## config.mk

```make
export PLATFORM = sky130hd
export DESIGN_NAME = sdram_cmd_monitor
export DESIGN_NICKNAME = d
export VERILOG_FILES = /design/src/rtl/sdram_mon_pkg.sv /design/src/rtl/sdram_cmd_decode.sv /design/src/rtl/sdram_bank_track.sv /design/src/rtl/sdram_mask_track.sv /design/src/rtl/sdram_cmd_monitor.sv
export SDC_FILE = /design/constraint.sdc
export NUM_CORES = 1
export LEC_CHECK = 0
export BUFFER_PORTS_ARGS = -buffer_cell sky130_fd_sc_hd__buf_2
export CORE_ASPECT_RATIO = 2
export CORE_UTILIZATION = 62
export CTS_CLUSTER_DIAMETER = 200
export DETAILED_ROUTE_END_ITERATION = 10
export PLACE_DENSITY_LB_ADDON = 0.1
export REMOVE_ABC_BUFFERS = 1
export SETUP_SLACK_MARGIN = 0.2
export SYNTH_ARGS = -nofsm -noshare
export SYNTH_HDL_FRONTEND = slang
export SYNTH_SLANG_ARGS = --single-unit
```

## constraint.sdc

```tcl
create_clock -name clk_i -period 2.7 [get_ports clk_i]
set_input_delay 0.27 -clock clk_i [delete_from_list [all_inputs] [get_ports clk_i]]
set_output_delay 0.27 -clock clk_i [all_outputs]
set_load 0.02 [all_outputs]
```

## src/rtl/sdram_mon_pkg.sv

```systemverilog
package sdram_mon_pkg;
  localparam int NUM_BANKS = 4;

  typedef enum logic [2:0] {
    CMD_NOP, CMD_MRS, CMD_REF, CMD_SREF, CMD_ACT, CMD_RD, CMD_WR, CMD_PRE
  } cmd_e;

  typedef enum logic [3:0] {
    ERR_NONE      = 4'd0,
    ERR_RW_CLOSED = 4'd1,
    ERR_ACT_OPEN  = 4'd2,
    ERR_RW_IN_AP  = 4'd3,
    ERR_ACT_EARLY = 4'd4,
    ERR_MRS_BUSY  = 4'd5,
    ERR_REF_BUSY  = 4'd6,
    ERR_SREF_BUSY = 4'd7
  } err_e;
endpackage

```

## src/rtl/sdram_cmd_decode.sv

```systemverilog
module sdram_cmd_decode
  import sdram_mon_pkg::*;
(
  input  logic       cke_q_i,
  input  logic       cke_i,
  input  logic       cs_ni,
  input  logic       ras_ni,
  input  logic       cas_ni,
  input  logic       we_ni,
  input  logic [1:0] ba_i,
  output cmd_e       cmd_o,
  output logic [1:0] bank_o
);
  // bank bit order is A,B,C,D; ba_i[0] selects the upper pair
  assign bank_o = {ba_i[0], ba_i[1]};

  always_comb begin
    cmd_o = CMD_NOP;
    if (cke_q_i && !cs_ni) begin
      unique case ({ras_ni, cas_ni, we_ni})
        3'b000:  cmd_o = CMD_MRS;
        3'b001:  cmd_o = cke_i ? CMD_REF : CMD_SREF;
        3'b010:  cmd_o = CMD_PRE;
        3'b011:  cmd_o = CMD_ACT;
        3'b100:  cmd_o = CMD_WR;
        3'b101:  cmd_o = CMD_RD;
        default: cmd_o = CMD_NOP;
      endcase
    end
  end
endmodule

```

## src/rtl/sdram_bank_track.sv

```systemverilog
module sdram_bank_track #(
  parameter int COOL  = 6,
  parameter int CNT_W = 3
) (
  input  logic clk_i,
  input  logic rst_ni,
  input  logic act_i,
  input  logic close_i,
  input  logic ap_i,
  output logic open_o,
  output logic ready_o
);
  logic             open_q;
  logic [CNT_W-1:0] cool_q;

  always_ff @(posedge clk_i or negedge rst_ni) begin
    if (!rst_ni) begin
      open_q <= 1'b0;
      cool_q <= '0;
    end else if (act_i) begin
      open_q <= 1'b1;
      cool_q <= '0;
    end else if (ap_i) begin
      open_q <= 1'b0;
      cool_q <= CNT_W'(COOL - 1);
    end else begin
      if (close_i) open_q <= 1'b0;
      if (cool_q != '0) cool_q <= cool_q - 1'b1;
    end
  end

  assign open_o  = open_q;
  assign ready_o = (cool_q == '0);

  a_r3_open_needs_act: assert property (@(posedge clk_i) disable iff (!rst_ni)
    $rose(open_q) |-> $past(act_i));
  a_r9_ap_starts_cool: assert property (@(posedge clk_i) disable iff (!rst_ni)
    (ap_i && !act_i) |=> (!open_q && !ready_o));
endmodule

```

## src/rtl/sdram_mask_track.sv

```systemverilog
module sdram_mask_track #(
  parameter int BURST_LEN = 4,
  parameter int CAS_LAT   = 2
) (
  input  logic clk_i,
  input  logic rst_ni,
  input  logic wr_cmd_i,
  input  logic rd_cmd_i,
  input  logic dqm_i,
  output logic wr_beat_o,
  output logic wr_mask_o,
  output logic rd_beat_o,
  output logic rd_mask_o
);
  localparam int BW = $clog2(BURST_LEN + 1);

  logic [BW-1:0]      wr_cnt_q, rd_cnt_q;
  logic [CAS_LAT-1:0] rd_sr_q, rd_sr_d;
  logic [1:0]         dqm_hist_q;
  logic               wr_hit, rd_hit;
  logic               wr_beat_q, wr_mask_q, rd_beat_q, rd_mask_q;

  generate
    if (CAS_LAT == 1) begin : g_cl1
      assign rd_sr_d = rd_cmd_i;
    end else begin : g_cln
      assign rd_sr_d = {rd_sr_q[CAS_LAT-2:0], rd_cmd_i};
    end
  endgenerate

  assign wr_hit = wr_cmd_i | (wr_cnt_q != '0);
  assign rd_hit = rd_sr_q[CAS_LAT-1] | (rd_cnt_q != '0);

  always_ff @(posedge clk_i or negedge rst_ni) begin
    if (!rst_ni) begin
      wr_cnt_q   <= '0;
      rd_cnt_q   <= '0;
      rd_sr_q    <= '0;
      dqm_hist_q <= '0;
      wr_beat_q  <= 1'b0;
      wr_mask_q  <= 1'b0;
      rd_beat_q  <= 1'b0;
      rd_mask_q  <= 1'b0;
    end else begin
      dqm_hist_q <= {dqm_hist_q[0], dqm_i};
      rd_sr_q    <= rd_sr_d;
      if (wr_cmd_i)             wr_cnt_q <= BW'(BURST_LEN - 1);
      else if (wr_cnt_q != '0)  wr_cnt_q <= wr_cnt_q - 1'b1;
      if (rd_sr_q[CAS_LAT-1])   rd_cnt_q <= BW'(BURST_LEN - 1);
      else if (rd_cnt_q != '0)  rd_cnt_q <= rd_cnt_q - 1'b1;
      wr_beat_q <= wr_hit;
      wr_mask_q <= wr_hit & dqm_i;         // write mask latency 0
      rd_beat_q <= rd_hit;
      rd_mask_q <= rd_hit & dqm_hist_q[1]; // read mask latency 2
    end
  end

  assign wr_beat_o = wr_beat_q;
  assign wr_mask_o = wr_mask_q;
  assign rd_beat_o = rd_beat_q;
  assign rd_mask_o = rd_mask_q;

  a_r4_wr_mask_in_beat: assert property (@(posedge clk_i) disable iff (!rst_ni)
    wr_mask_o |-> wr_beat_o);
  a_r5_rd_mask_in_beat: assert property (@(posedge clk_i) disable iff (!rst_ni)
    rd_mask_o |-> rd_beat_o);
  a_r4_wr_cmd_beat: assert property (@(posedge clk_i) disable iff (!rst_ni)
    wr_cmd_i |=> wr_beat_o);
endmodule

```

## src/rtl/sdram_cmd_monitor.sv

```systemverilog
module sdram_cmd_monitor
  import sdram_mon_pkg::*;
#(
  parameter int BURST_LEN = 4,
  parameter int CAS_LAT   = 2,
  parameter int T_RP      = 2
) (
  input  logic       clk_i,
  input  logic       rst_ni,
  input  logic       cke_i,
  input  logic       cs_ni,
  input  logic       ras_ni,
  input  logic       cas_ni,
  input  logic       we_ni,
  input  logic [1:0] ba_i,
  input  logic       a10_i,
  input  logic       dqm_i,
  output logic       error_o,
  output logic [3:0] err_code_o,
  output logic [3:0] bank_open_o,
  output logic       sref_o,
  output logic       wr_beat_o,
  output logic       wr_mask_o,
  output logic       rd_beat_o,
  output logic       rd_mask_o
);
  localparam int COOL  = BURST_LEN + T_RP;
  localparam int CNT_W = $clog2(COOL + 1);
  localparam int BW    = $clog2(BURST_LEN + 1);

  cmd_e                 cmd;
  logic [1:0]           bank_idx;
  logic [NUM_BANKS-1:0] bank_hot, act_hot, close_hot, ap_hot, open_vec, ready_vec;
  logic                 cke_q, sref_q, err_q, is_rw, all_idle;
  logic [BW-1:0]        ap_burst_q;
  err_e                 code_q, err_next;

  sdram_cmd_decode i_decode (
    .cke_q_i (cke_q),
    .cke_i   (cke_i),
    .cs_ni   (cs_ni),
    .ras_ni  (ras_ni),
    .cas_ni  (cas_ni),
    .we_ni   (we_ni),
    .ba_i    (ba_i),
    .cmd_o   (cmd),
    .bank_o  (bank_idx)
  );

  assign is_rw     = (cmd == CMD_RD) || (cmd == CMD_WR);
  assign bank_hot  = NUM_BANKS'(1) << bank_idx;
  assign act_hot   = (cmd == CMD_ACT) ? bank_hot : '0;
  assign close_hot = (cmd == CMD_PRE) ? (a10_i ? '1 : bank_hot) : '0;
  assign ap_hot    = (is_rw && a10_i) ? bank_hot : '0;

  generate
    for (genvar b = 0; b < NUM_BANKS; b++) begin : g_bank
      sdram_bank_track #(.COOL(COOL), .CNT_W(CNT_W)) i_bank (
        .clk_i   (clk_i),
        .rst_ni  (rst_ni),
        .act_i   (act_hot[b]),
        .close_i (close_hot[b]),
        .ap_i    (ap_hot[b]),
        .open_o  (open_vec[b]),
        .ready_o (ready_vec[b])
      );
    end
  endgenerate

  sdram_mask_track #(.BURST_LEN(BURST_LEN), .CAS_LAT(CAS_LAT)) i_mask (
    .clk_i     (clk_i),
    .rst_ni    (rst_ni),
    .wr_cmd_i  (cmd == CMD_WR),
    .rd_cmd_i  (cmd == CMD_RD),
    .dqm_i     (dqm_i),
    .wr_beat_o (wr_beat_o),
    .wr_mask_o (wr_mask_o),
    .rd_beat_o (rd_beat_o),
    .rd_mask_o (rd_mask_o)
  );

  assign all_idle = (open_vec == '0) && (&ready_vec);

  always_comb begin
    err_next = ERR_NONE;
    unique case (cmd)
      CMD_RD, CMD_WR: begin
        if (ap_burst_q != '0)        err_next = ERR_RW_IN_AP;
        else if (!open_vec[bank_idx]) err_next = ERR_RW_CLOSED;
      end
      CMD_ACT: begin
        if (!ready_vec[bank_idx])    err_next = ERR_ACT_EARLY;
        else if (open_vec[bank_idx]) err_next = ERR_ACT_OPEN;
      end
      CMD_MRS:  if (!all_idle) err_next = ERR_MRS_BUSY;
      CMD_REF:  if (!all_idle) err_next = ERR_REF_BUSY;
      CMD_SREF: if (!all_idle) err_next = ERR_SREF_BUSY;
      default:  err_next = ERR_NONE;
    endcase
  end

  always_ff @(posedge clk_i or negedge rst_ni) begin
    if (!rst_ni) begin
      cke_q      <= 1'b1;
      sref_q     <= 1'b0;
      err_q      <= 1'b0;
      code_q     <= ERR_NONE;
      ap_burst_q <= '0;
    end else begin
      cke_q <= cke_i;
      if (cmd == CMD_SREF)        sref_q <= 1'b1;
      else if (!cke_q && cke_i)   sref_q <= 1'b0;
      if (is_rw && a10_i)         ap_burst_q <= BW'(BURST_LEN - 1);
      else if (ap_burst_q != '0)  ap_burst_q <= ap_burst_q - 1'b1;
      if (!err_q && err_next != ERR_NONE) begin
        err_q  <= 1'b1;
        code_q <= err_next;
      end
    end
  end

  assign error_o     = err_q;
  assign err_code_o  = code_q;
  assign bank_open_o = open_vec;
  assign sref_o      = sref_q;

  a_r12_sticky: assert property (@(posedge clk_i) disable iff (!rst_ni)
    error_o |=> (error_o && $stable(err_code_o)));
  a_r6_rw_closed: assert property (@(posedge clk_i) disable iff (!rst_ni)
    (is_rw && !bank_open_o[bank_idx]) |=> error_o);
  a_r7_act_open: assert property (@(posedge clk_i) disable iff (!rst_ni)
    ((cmd == CMD_ACT) && bank_open_o[bank_idx]) |=> error_o);
  a_r10_mrs_busy: assert property (@(posedge clk_i) disable iff (!rst_ni)
    ((cmd == CMD_MRS) && (bank_open_o != '0)) |=> error_o);
  a_r11_sref_exit: assert property (@(posedge clk_i) disable iff (!rst_ni)
    (sref_o && !cke_q && cke_i) |=> !sref_o);
  a_r2_deselect_quiet: assert property (@(posedge clk_i) disable iff (!rst_ni)
    (cs_ni && !error_o && !sref_o) |=> (!error_o && $stable(bank_open_o)));
endmodule

```

Word-level counts from Yosys, hierarchy flattened
Cells that the tools add are included.
- flip-flop bits (word level): 40
- input port bits: 11
- logic and storage cells: 134
- add/sub/neg operators: 7
- order comparisons: 1
- equality and inequality tests: 12
- shifts and indexed selects: 1
- multiplexer cells: 51
- bitwise logic cells: 4
- reductions and logical operators: 37
- operator list (cell ; count):
    two-way mux 3 bit ; 23
    nonzero test 3 bit ; 15
    subtractor 3 x 1 -> 3 bit (second input constant) ; 7
    one-hot mux 4 bit (5 select lines) ; 1
    == test 3 bit (second input constant) ; 6
    two-way mux 1 bit ; 18
    one-hot mux 3 bit (6 select lines) ; 1
    two-way mux 4 bit ; 4
    logical NOT 3 bit ; 5
    == test 3 x 2 -> 1 bit (second input constant) ; 4
    nonzero test 2 bit ; 4
    == test 3 x 1 -> 1 bit (second input constant) ; 2
    logical AND 1 bit ; 5
    binary-select mux 1 bit (select 2 bit) ; 2
    logical NOT 4 bit ; 1
    two-way mux 2 bit ; 2
    AND reduction 4 bit ; 1
    nonzero test 4 bit ; 1
    left shift 1 x 2 -> 4 bit (first input constant) ; 1
    logical NOT 1 bit ; 3
    less-than comparator 2 x 3 -> 1 bit (second input constant) ; 1
    bitwise AND 1 bit ; 2
    bitwise OR 1 bit ; 2
    OR reduction 2 bit ; 1
    logical OR 1 bit ; 1

Depth between registers and ports, before layout
- depth in word-level cells: 9
- depth in mapped cells: 7
- depth with buffers taken out: 7

By module
A second synthesis with hierarchy kept.
- cells, all modules: 228
- area, all modules: 2351.0 µm²
- by module, submodules not included (module ; times used ; cells each ; area each (µm²) ; sequential area each (µm²)):
    sdram_bank_track ; 4 ; 21 ; 236.5 ; 100.1
    sdram_cmd_monitor ; 1 ; 86 ; 733.2 ; 226.5
    sdram_mask_track ; 1 ; 46 ; 579.3 ; 350.3
    sdram_cmd_decode ; 1 ; 12 ; 92.6 ; 0.0

Worst setup path before layout
No wires, ideal clock.
- path kind: register -> register
- from: reg g_bank[3].i_bank.cool_q[0]
- to: reg code_q[2], in the netlist err_code_o[2]
- arrival: 1684 ps
- path slack: 896 ps
- stages on the path, launching flop included: 8
- path buffers: 0
- cells stage by stage: dfrtp_1 -> inv_1 -> ha_1 -> nand2b_4 -> mux4_2 -> nor2_1 -> a22oi_4 -> a31o_1
- word-level cells in the longest chain between the ends: 7
- elaborated cells between the ends (all ways): 12
- ends and longest elaborated chain (item ; line ; text):
    start, declared ; sdram_bank_track.sv:14 ; logic [CNT_W-1:0] cool_q;
    start signal, assigned ; sdram_bank_track.sv:25 ; cool_q <= CNT_W'(COOL - 1);
    start signal, assigned ; sdram_bank_track.sv:28 ; if (cool_q != '0) cool_q <= cool_q - 1'b1;
    logical NOT 3 bit * ; sdram_bank_track.sv:33 ; assign ready_o = (cool_q == '0);
    binary-select mux 1 bit (select 2 bit) / AND reduction 4 bit (equally long branches) ; sdram_cmd_monitor.sv:92, sdram_cmd_monitor.sv:82 ;
    two-way mux 1 bit (implied by the code) / logical AND 1 bit (equally long branches) ; sdram_cmd_monitor.sv:92, sdram_cmd_monitor.sv:82 ;
    two-way mux 3 bit (on tied branches) ; - ;
    one-hot mux 4 bit (5 select lines) * ; sdram_cmd_monitor.sv:86 ; unique case (cmd)
    nonzero test 4 bit ; sdram_cmd_monitor.sv:115 ; if (!err_q && err_next != ERR_NONE) begin
    logical AND 1 bit ; sdram_cmd_monitor.sv:115 ;
    end signal, assigned ; sdram_cmd_monitor.sv:117 ; code_q <= err_next;
    end, declared ; sdram_cmd_monitor.sv:36 ; err_e code_q, err_next;
Every way passes the cells marked *; elsewhere a longest branch is shown, timed or not. The select of a mux whose other input is x is not followed.
A chain may end at the register's enable or synchronous reset.

Final worst setup path
- from: reg g_bank[1].i_bank.cool_q[0]
- to: reg code_q[2], in the netlist err_code_o[2]
- word-level cells in the longest chain between the ends: 7
- elaborated cells between the ends (all ways): 12
- ends and longest elaborated chain (item ; line):
    start, declared ; sdram_bank_track.sv:14
    start signal, assigned ; sdram_bank_track.sv:25
    start signal, assigned ; sdram_bank_track.sv:28
    logical NOT 3 bit * ; sdram_bank_track.sv:33
    binary-select mux 1 bit (select 2 bit) / AND reduction 4 bit (equally long branches) ; sdram_cmd_monitor.sv:92, sdram_cmd_monitor.sv:82
    two-way mux 1 bit (implied by the code) / logical AND 1 bit (equally long branches) ; sdram_cmd_monitor.sv:92, sdram_cmd_monitor.sv:82
    two-way mux 3 bit (on tied branches) ; -
    one-hot mux 4 bit (5 select lines) * ; sdram_cmd_monitor.sv:86
    nonzero test 4 bit ; sdram_cmd_monitor.sv:115
    logical AND 1 bit ; sdram_cmd_monitor.sv:115
Marked as above.

==> flow_summary.yaml <==
run_status:
  status: "complete, no violations"
timing:
  setup_viol: 0
  timing.setup.tns_ns: 0
  relSlewSlack_pct: 44.4
  min_period_over_period_pct: 73.1
  worst_pin_slew_ns: 0.833
  setup_ws_ns: 0.727
  skew_ns: 0.00443
  max_freq_ghz: 0.507
  rsz0062_at_grt: "false"
  min_period_ns: 1.97
  drv_slew: 0
  hold_viol_final: 0
  holdWs_ns: 0.0832
critical_path:
  r2r-end: "err_code_o[2]$_DFFE_PN0P_"
  critPathMaxFanout: 5
  path_class: "reg -> reg"
  r2r_slack_ns: 0.73
  r2r_cells: 7
  critPathLaunchType: "register"
  reg2reg_from: "g_bank[1].i_bank.cool_q[0]$_DFFE_PN0P_"
  cp_data_required_time_ns: 2.88
  end_kind: "register"
  cp.arrival_ns: 2.15
floorplan:
  fp.dieH_um: 84.5
  core_area_sq_um: 3190
  rows: 29
  num_io_pins: 25
  start_util_pct: 66.0
  die-width_um: 43.2
  die_area_sq_um: 3650
grt:
  grt_util_met1_pct: 29.5
  busiest_layer: "met2"
  grt_max_degree: 40
  antenna_found_initial: 0
  globalRouteMet2Util_pct: 46.7
  grt_pass1_wl_mm: 7.41
  grtUsageMet3_pct: 4.30
  grt_pass1_vias: 1667
  grt_overflow: 0
  grt_use_total_pct: 26.3
synth:
  async_flop_share_pct: 100
  yosysUniqueCellTypes: 44
  synth-edff-count: 0
  synth_top_family_by_area: "simple AND/OR/NAND/NOR gates"
  ys.flop_type: "dfrtp_1"
  synth_cells: 209
  syn_area_sq_um: 2110
  ys_ff_latch: 39
  yosys.area_share.simple_pct: 18.0
  synth-warning-count: 0
  synth-compound-area-share_pct: 15.7
  synth_xor_area_share_pct: 2.91
  muxShareOfSynthArea_pct: 2.14
  syn_area_per_cell_sq_um: 10.1
  synth.yosys.seq_area_share_pct: 46.4
  synth_fa_ha_area_share_pct: 8.31
finish:
  nFillCells: 223
  synthToLayoutAreaGrowth_pct: 10.6
  final_common_cell: "dfrtp_1"
  layout_common_cells: "dfrtp_1 (38), inv_1 (23), buf_2 (23)"
  drive_above_1_share_pct: 20.7
  postLayoutCellArea_sq_um: 2330
  nets: 256
  diodes: 0
placement:
  port_buffers: 23
  place.gp.congestion: 0.839
  post_dp_cell_area_sq_um: 2210
  pre_cts_ws_ns: 0.732
  hpwl_mm: 3.13
detailed_routing:
  via_per_inst: 6.04
  drc: 0
  routed-via-count: 1589
  wl_per_cell_um: 15.8
  wl_mm: 4.16
  drtAntennaViolNets: 0
  drtIter0Drc: 46
  first_pass_iters: 4
clock_network:
  post_cts_resized: 0
  cts_setup_buffers: 0
  postCtsHoldBufs: 0
  cts_max_level: 2
  clock-sinks: 39
  numCtsBuffers: 5
  clockBufferDepth: 2
  cts_tree: "built"
  path_clk_slew_ns: 0.07
  insertion_delay_ns: 0.29
  root_buffer: "clkbuf_8"
pwr:
  p_leak_uw: 0.00114
  finalPower_uw: 2420
  power_per_cell_area_nw_per_um2: 1040
  peakVddDrop_uv: 792
min_path:
  hp-class: "in -> async"
flow_run:
  maxCapViolations: 0
==> worst max path at each step <==
stage | slack [ns] | end | startpoint | cells after the start
floorplan | 0.89 | err_code_o[2]$_DFFE_PN0P_ | g_bank[0].i_bank.open_o$_DFFE_PN0P_ | 5
global placement | 0.81 | err_code_o[2]$_DFFE_PN0P_ | g_bank[2].i_bank.cool_q[0]$_DFFE_PN0P_ | 7
detailed placement | 0.73 | err_code_o[2]$_DFFE_PN0P_ | g_bank[1].i_bank.cool_q[0]$_DFFE_PN0P_ | 7
CTS | 0.71 | err_code_o[2]$_DFFE_PN0P_ | g_bank[1].i_bank.cool_q[0]$_DFFE_PN0P_ | 7
global route | 0.63 | err_code_o[2]$_DFFE_PN0P_ | g_bank[2].i_bank.cool_q[0]$_DFFE_PN0P_ | 7
finish | 0.73 | err_code_o[2]$_DFFE_PN0P_ | g_bank[1].i_bank.cool_q[0]$_DFFE_PN0P_ | 7
==> cells in the mapped netlist, types with 2 or more instances <==
| cell type | count | area [sq um] |
|---|---|---|
| and3_1 | 3 | 18.8 |
| inv_1 | 23 | 86.3 |
| a31oi_1 | 2 | 12.5 |
| o21ai_1 | 8 | 40.0 |
| and2_1 | 3 | 18.8 |
| o221a_2 | 3 | 33.8 |
| nand3_1 | 3 | 15.0 |
| a31o_1 | 2 | 17.5 |
| o21ai_0 | 5 | 25.0 |
| nor3_1 | 5 | 25.0 |
| mux4_2 | 2 | 45.0 |
| nand2b_1 | 7 | 43.8 |
| xnor2_1 | 4 | 35.0 |
| xor2_1 | 3 | 26.3 |
| clkbuf_1 | 3 | 11.3 |
| nand2_1 | 17 | 63.8 |
| ha_1 | 14 | 175 |
| nor3b_2 | 2 | 25.0 |
| a21oi_1 | 14 | 70.1 |
| buf_4 | 5 | 37.5 |
| nor2_1 | 18 | 67.6 |
| a221oi_1 | 3 | 26.3 |
| dfrtp_1 | 38 | 951 |
| nor2b_1 | 2 | 12.5 |
==> registers in the layout, indices dropped and copies added (netlist names) <==
name	flops
i_mask.rd_mask_o	1
cke_q	1
i_mask.dqm_hist_q	2
i_mask.rd_sr_q	2
i_mask.rd_beat_o	1
err_code_o	3
g_bank.i_bank.cool_q	12
i_mask.wr_beat_o	1
error_o	1
i_mask.wr_cnt_q	3
i_mask.rd_cnt_q	3
ap_burst_q	3
g_bank.i_bank.open_o	4
i_mask.wr_mask_o	1
sref_o	1
==> logic make-up (layout without fill, tap and decap cells) <==
logic type               count (synthesis)  in the layout
flip-flops                              39             39
XOR/XNOR                                 7              7
other                                    1              1
AO/OA/AOI/OAI                           47             47
adder cells (fa/ha/maj)                 14             14
multiplexers                             2              2
buffers and inverters                   31             54
AND/OR/NAND/NOR                         68             68
==> layout make-up <==
cell class,count,area [sq um],share of cell area (%)
Tap cell,31,38.8,1.66
Multi-Input combinational cell,139,996,42.7
Clock buffer,6,82.6,3.54
Inverter,23,86.3,3.70
Timing Repair Buffer,23,115,4.94
Sequential cell,39,977,41.9
Clock inverter,2,35.0,1.50
==> per-stage QoR <==
step	util (%)	std cells
3_3_place_gp	69.3	255
5_1_grt	73.0	263
6_report	73.0	263
2_1_floorplan	-	201
3_5_place_dp	69.3	255
4_1_cts	73.0	263
==> metal layers <==
layer	vias up	share of wire [%]
met2	38	57
li1	758	-
met1	779	37
met4	0	2.9
met5	-	0
met3	14	3.2
==> worst max-delay path, cell delays in order, from the launching register on <==
cell,delay (ns)
dfrtp_1,0.39
inv_1,0.10
ha_1,0.21
nand2b_2,0.13
mux4_2,0.52
a2bb2oi_2,0.25
o21ai_1,0.09
a31o_1,0.19
==> where the power goes <==
| group | internal (uW) | switching, uW | leakage [uW] |
|---|---|---|---|
| registers | 802 | 121 | 0.000457 |
| clock network | 299 | 195 | 0.0000612 |
| logic | 449 | 555 | 0.000619 |
| total | 1550 | 872 | 0.00114 |
Power figures use the tool's default switching activity.
